`src/rtl/ubt_pkg.sv`:
```
package ubt_pkg;

  typedef enum logic [1:0] {
    MODE_HOLD    = 2'd0,
    MODE_FOLLOW  = 2'd1,
    MODE_CAPTURE = 2'd2
  } store_mode_e;

  // Follow wins over capture: an edge while tracking adds nothing.
  function automatic store_mode_e pick_mode(input logic le, input logic rise);
    if (le)        return MODE_FOLLOW;
    else if (rise) return MODE_CAPTURE;
    else           return MODE_HOLD;
  endfunction

endpackage

```
`src/rtl/ubt_edge_detect.sv`:
```
module ubt_edge_detect #(
  parameter logic RESET_LEVEL = 1'b1
) (
  input  logic clk,
  input  logic rst,
  input  logic sclk,
  output logic rise
);

  logic prev_q;

  always_ff @(posedge clk) begin
    if (rst) prev_q <= RESET_LEVEL;
    else     prev_q <= sclk;
  end

  assign rise = sclk & ~prev_q;

endmodule

```
`src/rtl/ubt_store.sv`:
```
module ubt_store
  import ubt_pkg::*;
#(
  parameter int WIDTH = 8
) (
  input  logic             clk,
  input  logic             rst,
  input  logic             le,
  input  logic             dclk,
  input  logic [WIDTH-1:0] d,
  output logic [WIDTH-1:0] q
);

  logic        rise;
  store_mode_e mode;

  ubt_edge_detect #(.RESET_LEVEL(1'b1)) i_edge (
    .clk  (clk),
    .rst  (rst),
    .sclk (dclk),
    .rise (rise)
  );

  assign mode = pick_mode(le, rise);

  always_ff @(posedge clk) begin
    if (rst) begin
      q <= '0;
    end else begin
      case (mode)
        MODE_FOLLOW, MODE_CAPTURE: q <= d;
        default:                   q <= q;
      endcase
    end
  end

  // tracking while latch enable is high
  a_r3_transparent: assert property (@(posedge clk) disable iff (rst)
    le |=> (q == $past(d)));

  // no edge and no tracking keeps the stored value
  a_r4_hold: assert property (@(posedge clk) disable iff (rst)
    (!le && !rise) |=> $stable(q));

  // detected edge with latch enable low loads the input
  a_r5_capture: assert property (@(posedge clk) disable iff (rst)
    (!le && rise) |=> (q == $past(d)));

endmodule

```
`src/rtl/ubt_port_ctrl.sv`:
```
module ubt_port_ctrl (
  input  logic clk,
  input  logic rst,
  input  logic oe_n,
  input  logic dir,
  output logic a_oe,
  output logic b_oe
);

  always_ff @(posedge clk) begin
    if (rst) begin
      a_oe <= 1'b0;
      b_oe <= 1'b0;
    end else begin
      a_oe <= ~oe_n & ~dir;
      b_oe <= ~oe_n &  dir;
    end
  end

  a_r1_isolation: assert property (@(posedge clk) disable iff (rst)
    oe_n |=> (!a_oe && !b_oe));

  a_r2_drive_b: assert property (@(posedge clk) disable iff (rst)
    (!oe_n && dir) |=> (b_oe && !a_oe));

  a_r2_drive_a: assert property (@(posedge clk) disable iff (rst)
    (!oe_n && !dir) |=> (a_oe && !b_oe));

endmodule

```
`src/rtl/ubt_datapath.sv`:
```
module ubt_datapath #(
  parameter int WIDTH = 8
) (
  input  logic             clk,
  input  logic             rst,
  input  logic             oe_n,
  input  logic             dir,
  input  logic             le,
  input  logic             clk_ab,
  input  logic             clk_ba,
  input  logic [WIDTH-1:0] a_in,
  input  logic [WIDTH-1:0] b_in,
  output logic [WIDTH-1:0] a_out,
  output logic             a_oe,
  output logic [WIDTH-1:0] b_out,
  output logic             b_oe
);

  localparam int NUM_DIR = 2;  // index 0: A-to-B, index 1: B-to-A

  logic [WIDTH-1:0] path_d [NUM_DIR];
  logic [WIDTH-1:0] path_q [NUM_DIR];
  logic             path_clk [NUM_DIR];

  // each path is fed only by its own source port
  assign path_d[0]   = a_in;
  assign path_d[1]   = b_in;
  assign path_clk[0] = clk_ab;
  assign path_clk[1] = clk_ba;

  for (genvar g = 0; g < NUM_DIR; g++) begin : g_path
    ubt_store #(.WIDTH(WIDTH)) i_store (
      .clk  (clk),
      .rst  (rst),
      .le   (le),
      .dclk (path_clk[g]),
      .d    (path_d[g]),
      .q    (path_q[g])
    );
  end

  assign b_out = path_q[0];
  assign a_out = path_q[1];

  ubt_port_ctrl i_ctrl (
    .clk  (clk),
    .rst  (rst),
    .oe_n (oe_n),
    .dir  (dir),
    .a_oe (a_oe),
    .b_oe (b_oe)
  );

  a_r2_exclusive: assert property (@(posedge clk) disable iff (rst)
    !(a_oe && b_oe));

  a_r9_reset_clears: assert property (@(posedge clk)
    rst |=> (!a_oe && !b_oe && a_out == '0 && b_out == '0));

  // with latch enable low, a path without its own edge stays put
  a_r6_ab_isolated: assert property (@(posedge clk) disable iff (rst)
    (!le && !clk_ab) |=> $stable(b_out));

  a_r6_ba_isolated: assert property (@(posedge clk) disable iff (rst)
    (!le && !clk_ba) |=> $stable(a_out));

endmodule

```
`config.mk`:
```
export PLATFORM = sky130hd
export DESIGN_NAME = ubt_datapath
export DESIGN_NICKNAME = d
export VERILOG_FILES = /design/src/rtl/ubt_pkg.sv /design/src/rtl/ubt_edge_detect.sv /design/src/rtl/ubt_store.sv /design/src/rtl/ubt_port_ctrl.sv /design/src/rtl/ubt_datapath.sv
export SDC_FILE = /design/constraint.sdc
export NUM_CORES = 1
export LEC_CHECK = 0
export BUFFER_PORTS_ARGS = -buffer_cell sky130_fd_sc_hd__buf_4
export CAP_MARGIN = 40
export CORE_MARGIN = 2
export CORE_UTILIZATION = 43
export DETAILED_ROUTE_END_ITERATION = 7
export PLACE_DENSITY = 0.86
export RECOVER_POWER = 25
export SLEW_MARGIN = 20
export SYNTH_ARGS = -nofsm -noshare
export SYNTH_HDL_FRONTEND = slang
export SYNTH_SLANG_ARGS = --single-unit
export TNS_END_PERCENT = 1
```
`constraint.sdc`:
```
create_clock -name clk -period 1 [get_ports clk]
set_input_delay 0.1 -clock clk [delete_from_list [all_inputs] [get_ports clk]]
set_output_delay 0.1 -clock clk [all_outputs]
set_load 0.005 [all_outputs]
```
**After elaboration in Yosys (flattened, before gate mapping)**

Index checks and enable logic that the tools add are counted.

- Input port bits: 23
- Output and inout port bits: 18
- Logic and storage cells: 24
- Register bits after elaboration: 20

- Mux-type cells: 4
- Eq/ne operators: 4
- Bitwise operators: 8
- Reductions and logical operators: 2

Operators by type and width:

| cell | count |
|---|---|
| 2-bit two-way mux | 4 |
| 1-bit bitwise AND | 4 |
| 2-bit by 1-bit equality test with 1-bit output, second input constant | 2 |
| 2-bit equality test, second input constant | 2 |
| 1-bit inverter | 4 |
| 2-bit OR reduction | 2 |

**Depth between registers and ports, before layout**

Gate-level depths: netlist (run 1).

- Word-level depth: 6
- Mapped depth: 3
- Gate-level depth less buffers: 3

**Cells and area by module**

A second synthesis (run 1) with hierarchy kept.

- Cells, all modules: 80
- Area, all modules: 788.3 um^2

Modules (own cells, without submodules):

| module | instances | seq. area each (um^2) | cells each | area each (um^2) |
|---|---|---|---|---|
| ubt_store | 2 | 160.2 | 35 | 330.3 |
| ubt_edge_detect | 2 | 20.0 | 3 | 32.5 |
| ubt_port_ctrl | 1 | 40.0 | 4 | 62.6 |

**Least setup slack after synthesis (run 1)**

Ideal clock, no wire load.

- Path type: reg-to-reg
- Start point: register g_path[0].i_store.i_edge.prev_q
- End point: register g_path[0].i_store.q[0]
- Cell stages (with the launch flop): 4
- Period minus slack after synthesis: 895 ps
- Buffers on the path: 0
- Data arrival time: 824 ps
- Library setup time: 72 ps
- Data required time: 928 ps
- Setup slack: 105 ps
- Path through: dfxtp_1 -> inv_2 -> a21oi_4 -> mux2i_1

- Longest elaborated chain between the ends: 6
- Elaborated cells between the ends (all ways): 7
- Those cells by class: eq/ne (2); mux (2); bitwise (2); reduce/logical (1)

RTL lines:

| item | RTL line | RTL |
|---|---|---|
| start, declared | ubt_edge_detect.sv:10 | `logic prev_q;` |
| start signal, assigned | ubt_edge_detect.sv:14 | `else prev_q <= sclk;` |
| 1-bit inverter (*) | ubt_edge_detect.sv:17 | `assign rise = sclk & ~prev_q;` |
| 1-bit bitwise AND (*) | ubt_edge_detect.sv:17 |  |
| 2-bit two-way mux (*) | ubt_pkg.sv:12 | `else if (rise) return MODE_CAPTURE;` |
| 2-bit two-way mux (*) | ubt_pkg.sv:11 | `if (le) return MODE_FOLLOW;` |
| 2-bit by 1-bit equality test with 1-bit output or 2-bit equality test (tied branches) | ubt_store.sv:30 | `case (mode)` |
| 2-bit OR reduction (*) | ubt_store.sv:30 |  |
| end signal, assigned | ubt_store.sv:32 | `default: q <= q;` |
| end, declared | ubt_store.sv:11 | `output logic [WIDTH-1:0] q` |

Mark *: on every way between the ends. The rest lies on a longest branch, timed or not.
A chain may end at the register's enable or synchronous reset.

**Worst setup path after layout (run 1)**

- Start point: register g_path[1].i_store.i_edge.prev_q
- End point: register g_path[1].i_store.q[3]

- Longest elaborated chain between the ends: 6
- Elaborated cells between the ends (all ways): 7
- Those cells by class: eq/ne (2); mux (2); bitwise (2); reduce/logical (1)

RTL lines:

| item | RTL line |
|---|---|
| start, declared | ubt_edge_detect.sv:10 |
| start signal, assigned | ubt_edge_detect.sv:14 |
| 1-bit inverter (*) | ubt_edge_detect.sv:17 |
| 1-bit bitwise AND (*) | ubt_edge_detect.sv:17 |
| 2-bit two-way mux (*) | ubt_pkg.sv:12 |
| 2-bit two-way mux (*) | ubt_pkg.sv:11 |
| 2-bit by 1-bit equality test with 1-bit output or 2-bit equality test (tied branches) | ubt_store.sv:30 |
| 2-bit OR reduction (*) | ubt_store.sv:30 |
| end signal, assigned | ubt_store.sv:32 |
| end, declared | ubt_store.sv:11 |

Marked as above.

==> results of run 1 <==
## how the worst max path moves through the flow
stage / startpoint / endpoint / slack, ns / cells past startpoint
CTS: g_path[1].i_store.i_edge.prev_q / g_path[1].i_store.q[3] / 0.003 / 3
detailed placement: g_path[0].i_store.i_edge.prev_q / g_path[0].i_store.q[1] / -0.01 / 3
global route: g_path[1].i_store.i_edge.prev_q / g_path[1].i_store.q[1] / 0.0001 / 4
finish: g_path[1].i_store.i_edge.prev_q / g_path[1].i_store.q[3] / 0.07 / 4
global placement: g_path[0].i_store.i_edge.prev_q / g_path[0].i_store.q[6] / 0.02 / 3
floorplan: g_path[0].i_store.i_edge.prev_q / g_path[0].i_store.q[0] / 0.10 / 3
## power groups by stage
stage	Clock [W]	Combinational [W]	Sequential (W)
finish	0.000643	0.000307	0.000875
global route	0.000690	0.000338	0.000881
CTS	0.000655	0.000306	0.000875
detailed placement	0	0.000285	0.000892
global placement	0	0.000277	0.000891
floorplan	0	0.000119	0.000895
## metal layers
metal,global-route usage [%],share of wire [%]
met3,4.815,9.7
met5,0,0
met2,27.63,50
met4,6.486,0
met1,17.85,41
## state kept, by name, indices dropped and copies added (netlist names)
signal	cells
g_path.i_store.q	16
i_ctrl.b_oe	1
i_ctrl.a_oe	1
g_path.i_store.i_edge.prev_q	2
## cell usage in the layout, fill, tap and decap left out
cell,synthesis,final
sky130_fd_sc_hd__a21oi_4,2,2
sky130_fd_sc_hd__buf_12,0,2
sky130_fd_sc_hd__buf_4,0,35
sky130_fd_sc_hd__bufinv_16,0,1
sky130_fd_sc_hd__clkbuf_1,2,2
sky130_fd_sc_hd__clkbuf_2,0,1
sky130_fd_sc_hd__clkbuf_4,0,6
sky130_fd_sc_hd__dfxtp_1,20,19
sky130_fd_sc_hd__dfxtp_2,0,1
sky130_fd_sc_hd__dlygate4sd3_1,0,2
sky130_fd_sc_hd__inv_2,2,2
sky130_fd_sc_hd__mux2i_1,16,16
sky130_fd_sc_hd__nand2b_1,32,32
sky130_fd_sc_hd__nor3_1,1,1
sky130_fd_sc_hd__nor3b_1,1,1
sky130_fd_sc_hd__or2_2,2,2
## metrics by stage
stage / setup WS [ns] / util (%) / cells / instance area [um^2]
finish: 0.06726 / 71.16 / 150 / 1269
global route: 0.0001328 / 71.16 / 150 / 1269
CTS: 0.003474 / 70.53 / 149 / 1257
detailed placement: -0.009664 / 64.91 / 141 / 1157
global placement: 0.02411 / 64.91 / 141 / 1157
floorplan: 0.1045 / - / 79 / 838.3
## cell type report
cell class	count	share of cell area (%)
clock buffers	3	1.775
well taps	25	2.465
multi-input cells	54	32.94
clock inverters	1	2.367
flip-flops and latches	20	31.66
repair buffers	45	28.21
inverters	2	0.5917
## cell families (layout without fill, tap and decap cells)
family	count (synthesis)	after routing	synth area share [%]
compound gates	2	2	3.880
simple gates	36	36	26.86
mux	16	16	19.10
flops	20	20	47.76
buf+inv	5	51	2.388
## critical path, stage by stage (launching register included)
cell                      delay [ns]
sky130_fd_sc_hd__dfxtp_2        0.34
sky130_fd_sc_hd__inv_2          0.04
sky130_fd_sc_hd__a21oi_4        0.18
sky130_fd_sc_hd__buf_12         0.15
sky130_fd_sc_hd__mux2i_1        0.17
## what timing repair did
action,in CTS,in global routing
hold endpoints to repair,2,0
pin swaps,2,1
gates resized for setup,0,1
setup buffers,2,1
endpoints found under the setup margin,13,8
hold buffers,2,0
==> reports/results.ini, run 1 <==
[status]
outcome=finished, final reports clean

[grt]
grt.overflow.total=0
global_route_wire_length_before_repair_um=2553
grt_start_max_net_pins=37
grt_pass1_vias=616
global_route.usage.total_pct=15.85
grt_antenna_before_repair=0

[routing]
dr.pass1.iters=4
detail-route-antenna-nets=0
viasPerCell=4.527
drt-total-wl_um=1614
wl_per_cell_um=10.76
drc_violation_total_after_the_first_tritonroute_iteration=5
drcViolationCount=0
vias=679

[yosys]
async_flop_share_pct=0
netlist_instances=79
ys_seq_area_share_pct=47.76
top_cell_type_s_share_of_synthesized_area_pct=47.76
synth_most_common_cell=sky130_fd_sc_hd__nand2b_1
synth_area_leader_cell=sky130_fd_sc_hd__dfxtp_1
synthTopCellsByArea=sky130_fd_sc_hd__dfxtp_1, sky130_fd_sc_hd__nand2b_1, sky130_fd_sc_hd__mux2i_1
yosys_most_used_dff=sky130_fd_sc_hd__dfxtp_1
postSynthAreaPerCell_um2=10.61
postSynthNetCount=102
synth_enable_flop_cells=0
synth.cells.most_frequent=sky130_fd_sc_hd__nand2b_1, sky130_fd_sc_hd__dfxtp_1, sky130_fd_sc_hd__mux2i_1
synth_seq_cells=20
netlist-cell-type-count=10
ys_warn_count=0
syn_area_um2=838.3

[timing]
slew_headroom_pct=70.76
fin_crit_sh_pct=93.27
fmax_mhz=1072
fin_worst_hold_slack_ns=0.01651
finalClockSkew_ns=0.003007
fin_crit_ns=0.9327
setup_violations=0
number_of_pins_with_negative_max_slew_slack_in_the_final_report=0
final_hold_viol_count=0
timing_worst_slew_pin_value_ns=0.4387
rsz0062_at_grt=false
final.setup.tns_ns=0

[worst_setup_path]
crit_fanout=7
worst_r2r_path_depth=4
worst-r2r-setup-slack_ns=0.07
worst_ep_arrival_time_ns=1.17
worstReg2RegStart=g_path[1].i_store.i_edge.prev_q
setup.worst_path.start_class=flip-flop
crit_type=reg2reg
worst_r2r_endpoint=g_path[1].i_store.q[3]
timing.critical_path.to_type=flip-flop
worst_ep_required_time_ns=1.23

[clock_tree]
clock_latency_ns=0.29
cts_h_tree_depth=1
clock_slew_at_reported_path_ffs_ns=0.11
cts_root_buf=sky130_fd_sc_hd__clkbuf_4
tritoncts_clock_tree=done
cts.path.max_buffers=2
cts_made_buffers=3
clock_sinks=20

[power_and_ir_drop]
total_leakage_power_nw=0.5888
total_power_w=0.001825
power.net_switching_w=0.0003709
internal_power_w=0.001454
share_comb_of_total_power_pct=16.8
clock_power_share_pct=35.2
ir_drop_mv=0.9242
switching_share_pct=20.33
share_seq_of_total_power_pct=48.0
power.density_mw_per_mm2=1438

[cells_and_area]
multiInputGateArea_um2=417.9
ff_latch_area_um2=401.6
layout.nets=149
area.growth.synth_to_final_pct=51.34
final_layout_size_suffix_gt1_share_pct=41.60
insertedDiodeCount=0
fillers=159

[worst_hold_path]
hp-start=clk_ba
hold-path-endpoint=g_path[1].i_store.i_edge.prev_q
hold_depth=2
worstHoldPathType=in2reg

[floorplan]
fp.coreArea_mm2=0.001783
initial_utilization_pct=47.02
std_cell_rows=15
design.portCount=41
die-area_mm2=0.002319
die-height_um=48.16
width_of_the_die_um=48.16

[place]
io_port_bufs=40
gp_routability_congestion=0.6259
hpwlAfterDp_um=1186

[run]
max_cap_viol_count=0

Power figures use the tool's default switching activity.
==> run 2, diff against run 1 <==
--- a/config.mk
+++ b/config.mk
@@ -7,6 +7,7 @@
 export LEC_CHECK = 0
 export BUFFER_PORTS_ARGS = -buffer_cell sky130_fd_sc_hd__buf_4
 export CAP_MARGIN = 40
+export CORE_ASPECT_RATIO = 1.4
 export CORE_MARGIN = 2
 export CORE_UTILIZATION = 43
 export DETAILED_ROUTE_END_ITERATION = 7
==> reports/results.ini, run 2 (synthesis gave the netlist of run 1 again) <==
[worst_setup_path]
crit_fanout=8  ; +1
timing.critical_path.to_type=flip-flop
crit_start=g_path[0].i_store.i_edge.prev_q
setup.worst_path.start_class=flip-flop
crit_type=reg2reg
worst_r2r_endpoint=g_path[0].i_store.q[0]
worst_r2r_path_depth=4  ; unchanged
worst_ep_required_time_ns=1.21  ; -0.02 ns
worstReg2RegStart=g_path[0].i_store.i_edge.prev_q
endpoint=g_path[0].i_store.q[0]
worst_ep_arrival_time_ns=1.16  ; about the same
worst-r2r-setup-slack_ns=0.05  ; about the same

[cells_and_area]
final_layout_size_suffix_gt1_share_pct=43.55  ; +1.9 points
layout_common_cells=sky130_fd_sc_hd__buf_4, sky130_fd_sc_hd__nand2b_1, sky130_fd_sc_hd__dfxtp_1, sky130_fd_sc_hd__mux2i_1, sky130_fd_sc_hd__clkbuf_4
layout.nets=148  ; -0.67%
area.growth.synth_to_final_pct=48.81
largest_register_ff_count=16  ; unchanged
stdcell_count=144  ; -4.0%
top_register=g_path.i_store.q
insertedDiodeCount=0  ; unchanged
biggestRegsByFlops=g_path.i_store.q x16, g_path.i_store.i_edge.prev_q x2
finish.utilization_pct=69.24  ; -1.9 points
final_common_cell=sky130_fd_sc_hd__buf_4

[grt]
grt_pass1_vias=641  ; +4.1%
global_route_wire_length_before_repair_um=2808  ; +10%
global_route.usage.total_pct=17.55  ; +1.7 points
grt_antenna_before_repair=0  ; unchanged
grt.overflow.total=0  ; unchanged
grt_start_max_net_pins=37  ; unchanged

[routing]
dr.pass1.iters=4  ; unchanged
drcViolationCount=0  ; unchanged
viasPerCell=4.736  ; +4.6%
vias=682  ; +0.44%
detail-route-antenna-nets=0  ; unchanged
drt-total-wl_um=1745  ; +8.1%
drc_violation_total_after_the_first_tritonroute_iteration=11  ; +6
wl_per_cell_um=12.12  ; +13%

[timing]
final.setup.tns_ns=0  ; unchanged
slew_headroom_pct=70.00  ; -0.76 points
finalClockSkew_ns=0.0006593  ; -0.002348 ns
number_of_pins_with_negative_max_slew_slack_in_the_final_report=0  ; unchanged
setup_violations=0  ; unchanged
layout_setup_ws_ns=0.05373  ; -0.01353 ns
final_hold_viol_count=0  ; unchanged
timing_worst_slew_pin_value_ns=0.4501  ; +0.01138 ns
fin_crit_sh_pct=94.63  ; +1.4 points
fin_crit_ns=0.9463  ; +0.01353 ns
fmax_mhz=1057  ; -1.4%

[place]
io_port_bufs=40  ; unchanged
gp_routability_congestion=0.6537  ; +4.4%
hpwlAfterDp_um=1304  ; +9.9%
placed_cells=137  ; -2.8%
dp_worst_setup_slack_ns=0.007887  ; +0.01755 ns

[floorplan]
die-area_mm2=0.002324  ; +0.20%
width_of_the_die_um=41.32  ; -14%
fp.coreArea_mm2=0.001802  ; +1.1%
initial_utilization_pct=46.53  ; -0.49 points
std_cell_rows=18  ; +3
die-height_um=56.24  ; +17%
design.portCount=41  ; unchanged

[power_and_ir_drop]
power.density_mw_per_mm2=1313  ; -8.7%
ir_drop_mv=0.9504  ; +2.8%
switching_share_pct=22.42  ; +2.1 points
total_leakage_power_nw=0.5833  ; -0.93%
share_comb_of_total_power_pct=18.9  ; +2.1 points
power.net_switching_w=0.0003672  ; -1.0%
internal_power_w=0.001271  ; -13%
clock_power_share_pct=27.6  ; -7.6 points
share_seq_of_total_power_pct=53.5  ; +5.5 points

[clock_tree]
cts_made_buffers=3  ; unchanged
tritoncts_clock_tree=done
cts.path.max_buffers=2  ; unchanged
cts_h_tree_depth=1  ; unchanged
cts_root_buf=sky130_fd_sc_hd__clkbuf_4
clock_latency_ns=0.29  ; about the same
clock_slew_at_reported_path_ffs_ns=0.11  ; about the same
clock_sinks=20  ; unchanged

[status]
outcome=finished, final reports clean

[worst_hold_path]
worstHoldPathType=in2reg

[run]
max_cap_viol_count=0  ; unchanged

run 2: cell count changes in the layout (fill, tap and decap cells not counted), sizes merged:
cell and delta:
clkbuf +2, bufinv -1, buf -2
run 2: timing repair:
action | 4_1_cts | 5_1_grt
buffers inserted | 0 | 1
hold endpoints to repair | 2 | 0
pin swaps | 1 | 2
resized for setup | 0 | 2
setup endpoints to repair | 4 | 10
hold buffers | 2 | 0
run 2: critical path: stages, from the launching register on:
cell and delay [ns]:
sky130_fd_sc_hd__dfxtp_2 0.34, sky130_fd_sc_hd__inv_2 0.04, sky130_fd_sc_hd__a21oi_4 0.13, sky130_fd_sc_hd__buf_12 0.14
sky130_fd_sc_hd__mux2i_1 0.21
run 2: routing by layer:
metal  GRT usage [%]  vias to the layer above  wire, um
li1                -                      346         -
met1           20.35                      311       625
met2           29.02                       23      1001
met3           4.000                        2       106
met4           6.912                        0        12
met5               0                        -         0
run 2: per-stage QoR:
step	cell area, um^2	total power [W]	hold WS, ns
after floorplan	838.3	0.001014	0.1711
after global placement	1171	0.001177	0.2607
after detailed placement	1171	0.001190	0.2670
after CTS	1227	0.001647	0.01068
after global routing	1247	0.001717	0.006451
final	1247	0.001638	0.02005
run 2: worst min path at each step:
| stage | from | slack [ns] | to | cells after the start |
|---|---|---|---|---|
| CTS | clk_ab | 0.01 | g_path[0].i_store.i_edge.prev_q | 2 |
| detailed placement | dir | 0.27 | i_ctrl.a_oe | 2 |
| global route | clk_ab | 0.006 | g_path[0].i_store.i_edge.prev_q | 2 |
| finish | clk_ab | 0.02 | g_path[0].i_store.i_edge.prev_q | 2 |
| floorplan | dir | 0.17 | i_ctrl.a_oe | 1 |
| global placement | dir | 0.26 | i_ctrl.a_oe | 2 |
run 2: layout make-up:
cell class | count | area, um^2
clock buffers | 4 | 36.28
fillers | 143 | 554.3
inverters | 2 | 7.507
multi-input cells | 54 | 417.9
flip-flops and latches | 20 | 402.9
well taps | 20 | 25.02
repair buffers | 44 | 357.8
run 2: power groups by stage:
stage / Clock (W) / Sequential (W) / Combinational (W)
4_1_cts: 0.000467 / 0.000876 / 0.000304
2_1_floorplan: 0 / 0.000895 / 0.000119
3_3_place_gp: 0 / 0.000892 / 0.000286
3_5_place_dp: 0 / 0.000892 / 0.000298
5_1_grt: 0.000497 / 0.000883 / 0.000338
6_report: 0.000452 / 0.000876 / 0.000310
==> run 3, diff against run 2 <==
--- a/config.mk
+++ b/config.mk
@@ -11,7 +11,7 @@
 export CORE_MARGIN = 2
 export CORE_UTILIZATION = 43
 export DETAILED_ROUTE_END_ITERATION = 7
-export PLACE_DENSITY = 0.86
+export PLACE_DENSITY = 0.76
 export RECOVER_POWER = 25
 export SLEW_MARGIN = 20
 export SYNTH_ARGS = -nofsm -noshare
==> reports/results.ini, run 3 (synthesis gave the netlist of run 1 again) <==
[status]
outcome=finished, final reports clean

[power_and_ir_drop]
power.net_switching_w=0.0003587  ; -2.3%
total_power_w=0.001807  ; +10%
share_seq_of_total_power_pct=48.4  ; -5.1 points
switching_share_pct=19.85  ; -2.6 points
ir_drop_mv=0.8587  ; -9.6%
power.density_mw_per_mm2=1442  ; +9.8%
share_comb_of_total_power_pct=16.6  ; -2.3 points
internal_power_w=0.001449  ; +14%
clock_power_share_pct=35.0  ; +7.4 points
total_leakage_power_nw=0.5874  ; +0.70%

[cells_and_area]
stdcell_count=145  ; +0.69%
final_layout_size_suffix_gt1_share_pct=42.40  ; -1.1 points
insertedDiodeCount=0  ; unchanged
layout_common_cells=sky130_fd_sc_hd__buf_4, sky130_fd_sc_hd__nand2b_1, sky130_fd_sc_hd__dfxtp_1, sky130_fd_sc_hd__mux2i_1, sky130_fd_sc_hd__clkbuf_4
area.growth.synth_to_final_pct=49.55
multiInputGateArea_um2=417.9  ; unchanged
top_register=g_path.i_store.q
final_common_cell=sky130_fd_sc_hd__buf_4
fillers=145  ; +1.4%
largest_register_ff_count=16  ; unchanged
biggestRegsByFlops=g_path.i_store.q x16, g_path.i_store.i_edge.prev_q x2
layout.nets=149  ; +0.68%
ff_latch_area_um2=401.6  ; -0.31%

[worst_setup_path]
crit_type=reg2reg
timing.critical_path.to_type=flip-flop
crit_fanout=5  ; -3
worst_ep_arrival_time_ns=1.15  ; about the same
setup.worst_path.start_class=flip-flop
worst_ep_required_time_ns=1.23  ; +0.02 ns

[timing]
fin_worst_hold_slack_ns=0.02707  ; +0.007029 ns
final.setup.tns_ns=0  ; unchanged
setup_violations=0  ; unchanged
number_of_pins_with_negative_max_slew_slack_in_the_final_report=0  ; unchanged
fin_crit_sh_pct=92.31  ; -2.3 points
rsz0062_at_grt=false
final_hold_viol_count=0  ; unchanged
slew_headroom_pct=69.38  ; -0.62 points
finalClockSkew_ns=0.001923  ; +0.001263 ns
fmax_mhz=1083  ; +2.5%
timing_worst_slew_pin_value_ns=0.4593  ; +0.009277 ns
fin_crit_ns=0.9231  ; -0.02322 ns

[clock_tree]
cts_made_buffers=3  ; unchanged
cts.path.max_buffers=2  ; unchanged
clock_slew_at_reported_path_ffs_ns=0.11  ; about the same
clock_latency_ns=0.29  ; about the same
cts_h_tree_depth=1  ; unchanged
tritoncts_clock_tree=done
clock_sinks=20  ; unchanged
cts_root_buf=sky130_fd_sc_hd__clkbuf_4

[routing]
drcViolationCount=0  ; unchanged
drt-total-wl_um=1578  ; -9.6%
wl_per_cell_um=10.88  ; -10%
viasPerCell=4.531  ; -4.3%
detail-route-antenna-nets=0  ; unchanged
vias=657  ; -3.7%
drc_violation_total_after_the_first_tritonroute_iteration=7  ; -4
dr.pass1.iters=4  ; unchanged

[place]
hpwlAfterDp_um=1122  ; -14%
io_port_bufs=40  ; unchanged
placed_cells=136  ; -0.73%
gp_routability_congestion=0.6524  ; -0.20%

[floorplan]
std_cell_rows=18  ; unchanged
width_of_the_die_um=41.32  ; unchanged
die-height_um=56.24  ; unchanged
design.portCount=41  ; unchanged
fp.coreArea_mm2=0.001802  ; unchanged
initial_utilization_pct=46.53  ; unchanged
die-area_mm2=0.002324  ; unchanged

[worst_hold_path]
worstHoldPathType=in2reg

[grt]
grt.overflow.total=0  ; unchanged
global_route.usage.total_pct=15.16  ; -2.4 points
grt_start_max_net_pins=37  ; unchanged
grt_pass1_vias=681  ; +6.2%
grt_antenna_before_repair=0  ; unchanged
global_route_wire_length_before_repair_um=2546  ; -9.3%

[run]
max_cap_viol_count=0  ; unchanged

## run 3: changes by cell type in the layout (fill, tap and decap cells not counted)
cell and change:
sky130_fd_sc_hd__bufinv_16 +1, sky130_fd_sc_hd__clkbuf_1 +1, sky130_fd_sc_hd__clkbuf_4 -1, sky130_fd_sc_hd__buf_4 +2, sky130_fd_sc_hd__dfxtp_2 -1, sky130_fd_sc_hd__clkbuf_8 -1, sky130_fd_sc_hd__buf_12 -1, sky130_fd_sc_hd__dfxtp_1 +1
## run 3: critical path: stages, from the launching register on
cell	delay, ns
sky130_fd_sc_hd__dfxtp_2	0.33
sky130_fd_sc_hd__inv_2	0.04
sky130_fd_sc_hd__a21oi_4	0.14
sky130_fd_sc_hd__buf_4	0.17
sky130_fd_sc_hd__mux2i_1	0.18
## run 3: through the flow
stage | area, um^2 | setup slack [ns] | util (%)
after floorplan | 838.3 | 0.1045 | -
after global placement | 1151 | 0.01457 | 63.89
after detailed placement | 1151 | -0.006693 | 63.89
after CTS | 1245 | 0.006879 | 69.10
after global routing | 1254 | 0.01336 | 69.58
final | 1254 | 0.07695 | 69.58
## run 3: area by class of cell
type	count	area share, %
multi-input combinational	54	33.33
tap	20	1.996
sequential	20	32.04
inverter	2	0.5988
timing repair buffer	45	27.84
clock inverter	1	2.395
clock buffer	3	1.796
## run 3: final timing paths
kind | startpoint | to | slack, ns | cells after the start
setup / recovery | g_path[1].i_store.i_edge.prev_q | g_path[1].i_store.q[4] | 0.08 | 4
hold reg to reg | g_path[0].i_store.q[2] | g_path[0].i_store.q[2] | 0.48 | 2
hold / removal | clk_ba | g_path[1].i_store.i_edge.prev_q | 0.03 | 2
setup reg to reg | g_path[1].i_store.i_edge.prev_q | g_path[1].i_store.q[4] | 0.08 | 4
## run 3: metal layers
metal / wire [um] / track usage, % / part of all wire, %
met1: 646 / 16.29 / 41
met2: 764 / 26.34 / 48
met3: 167 / 4.800 / 11
met4: 0 / 4.147 / 0
met5: 0 / 0 / 0
## run 3: power groups by stage
stage / registers (W) / clock network, W / logic, W
5_1_grt: 0.000881 / 0.000685 / 0.000332
3_3_place_gp: 0.000890 / 0 / 0.000277
3_5_place_dp: 0.000892 / 0 / 0.000283
4_1_cts: 0.000875 / 0.000645 / 0.000301
2_1_floorplan: 0.000895 / 0 / 0.000119
6_report: 0.000875 / 0.000632 / 0.000301
## run 3: repair_timing
action	in CTS	in global routing
hold buffers	2	0
setup endpoints to repair	12	8
resized for setup	1	0
setup buffers	1	2
hold endpoints to repair	2	0
pin swaps	2	1
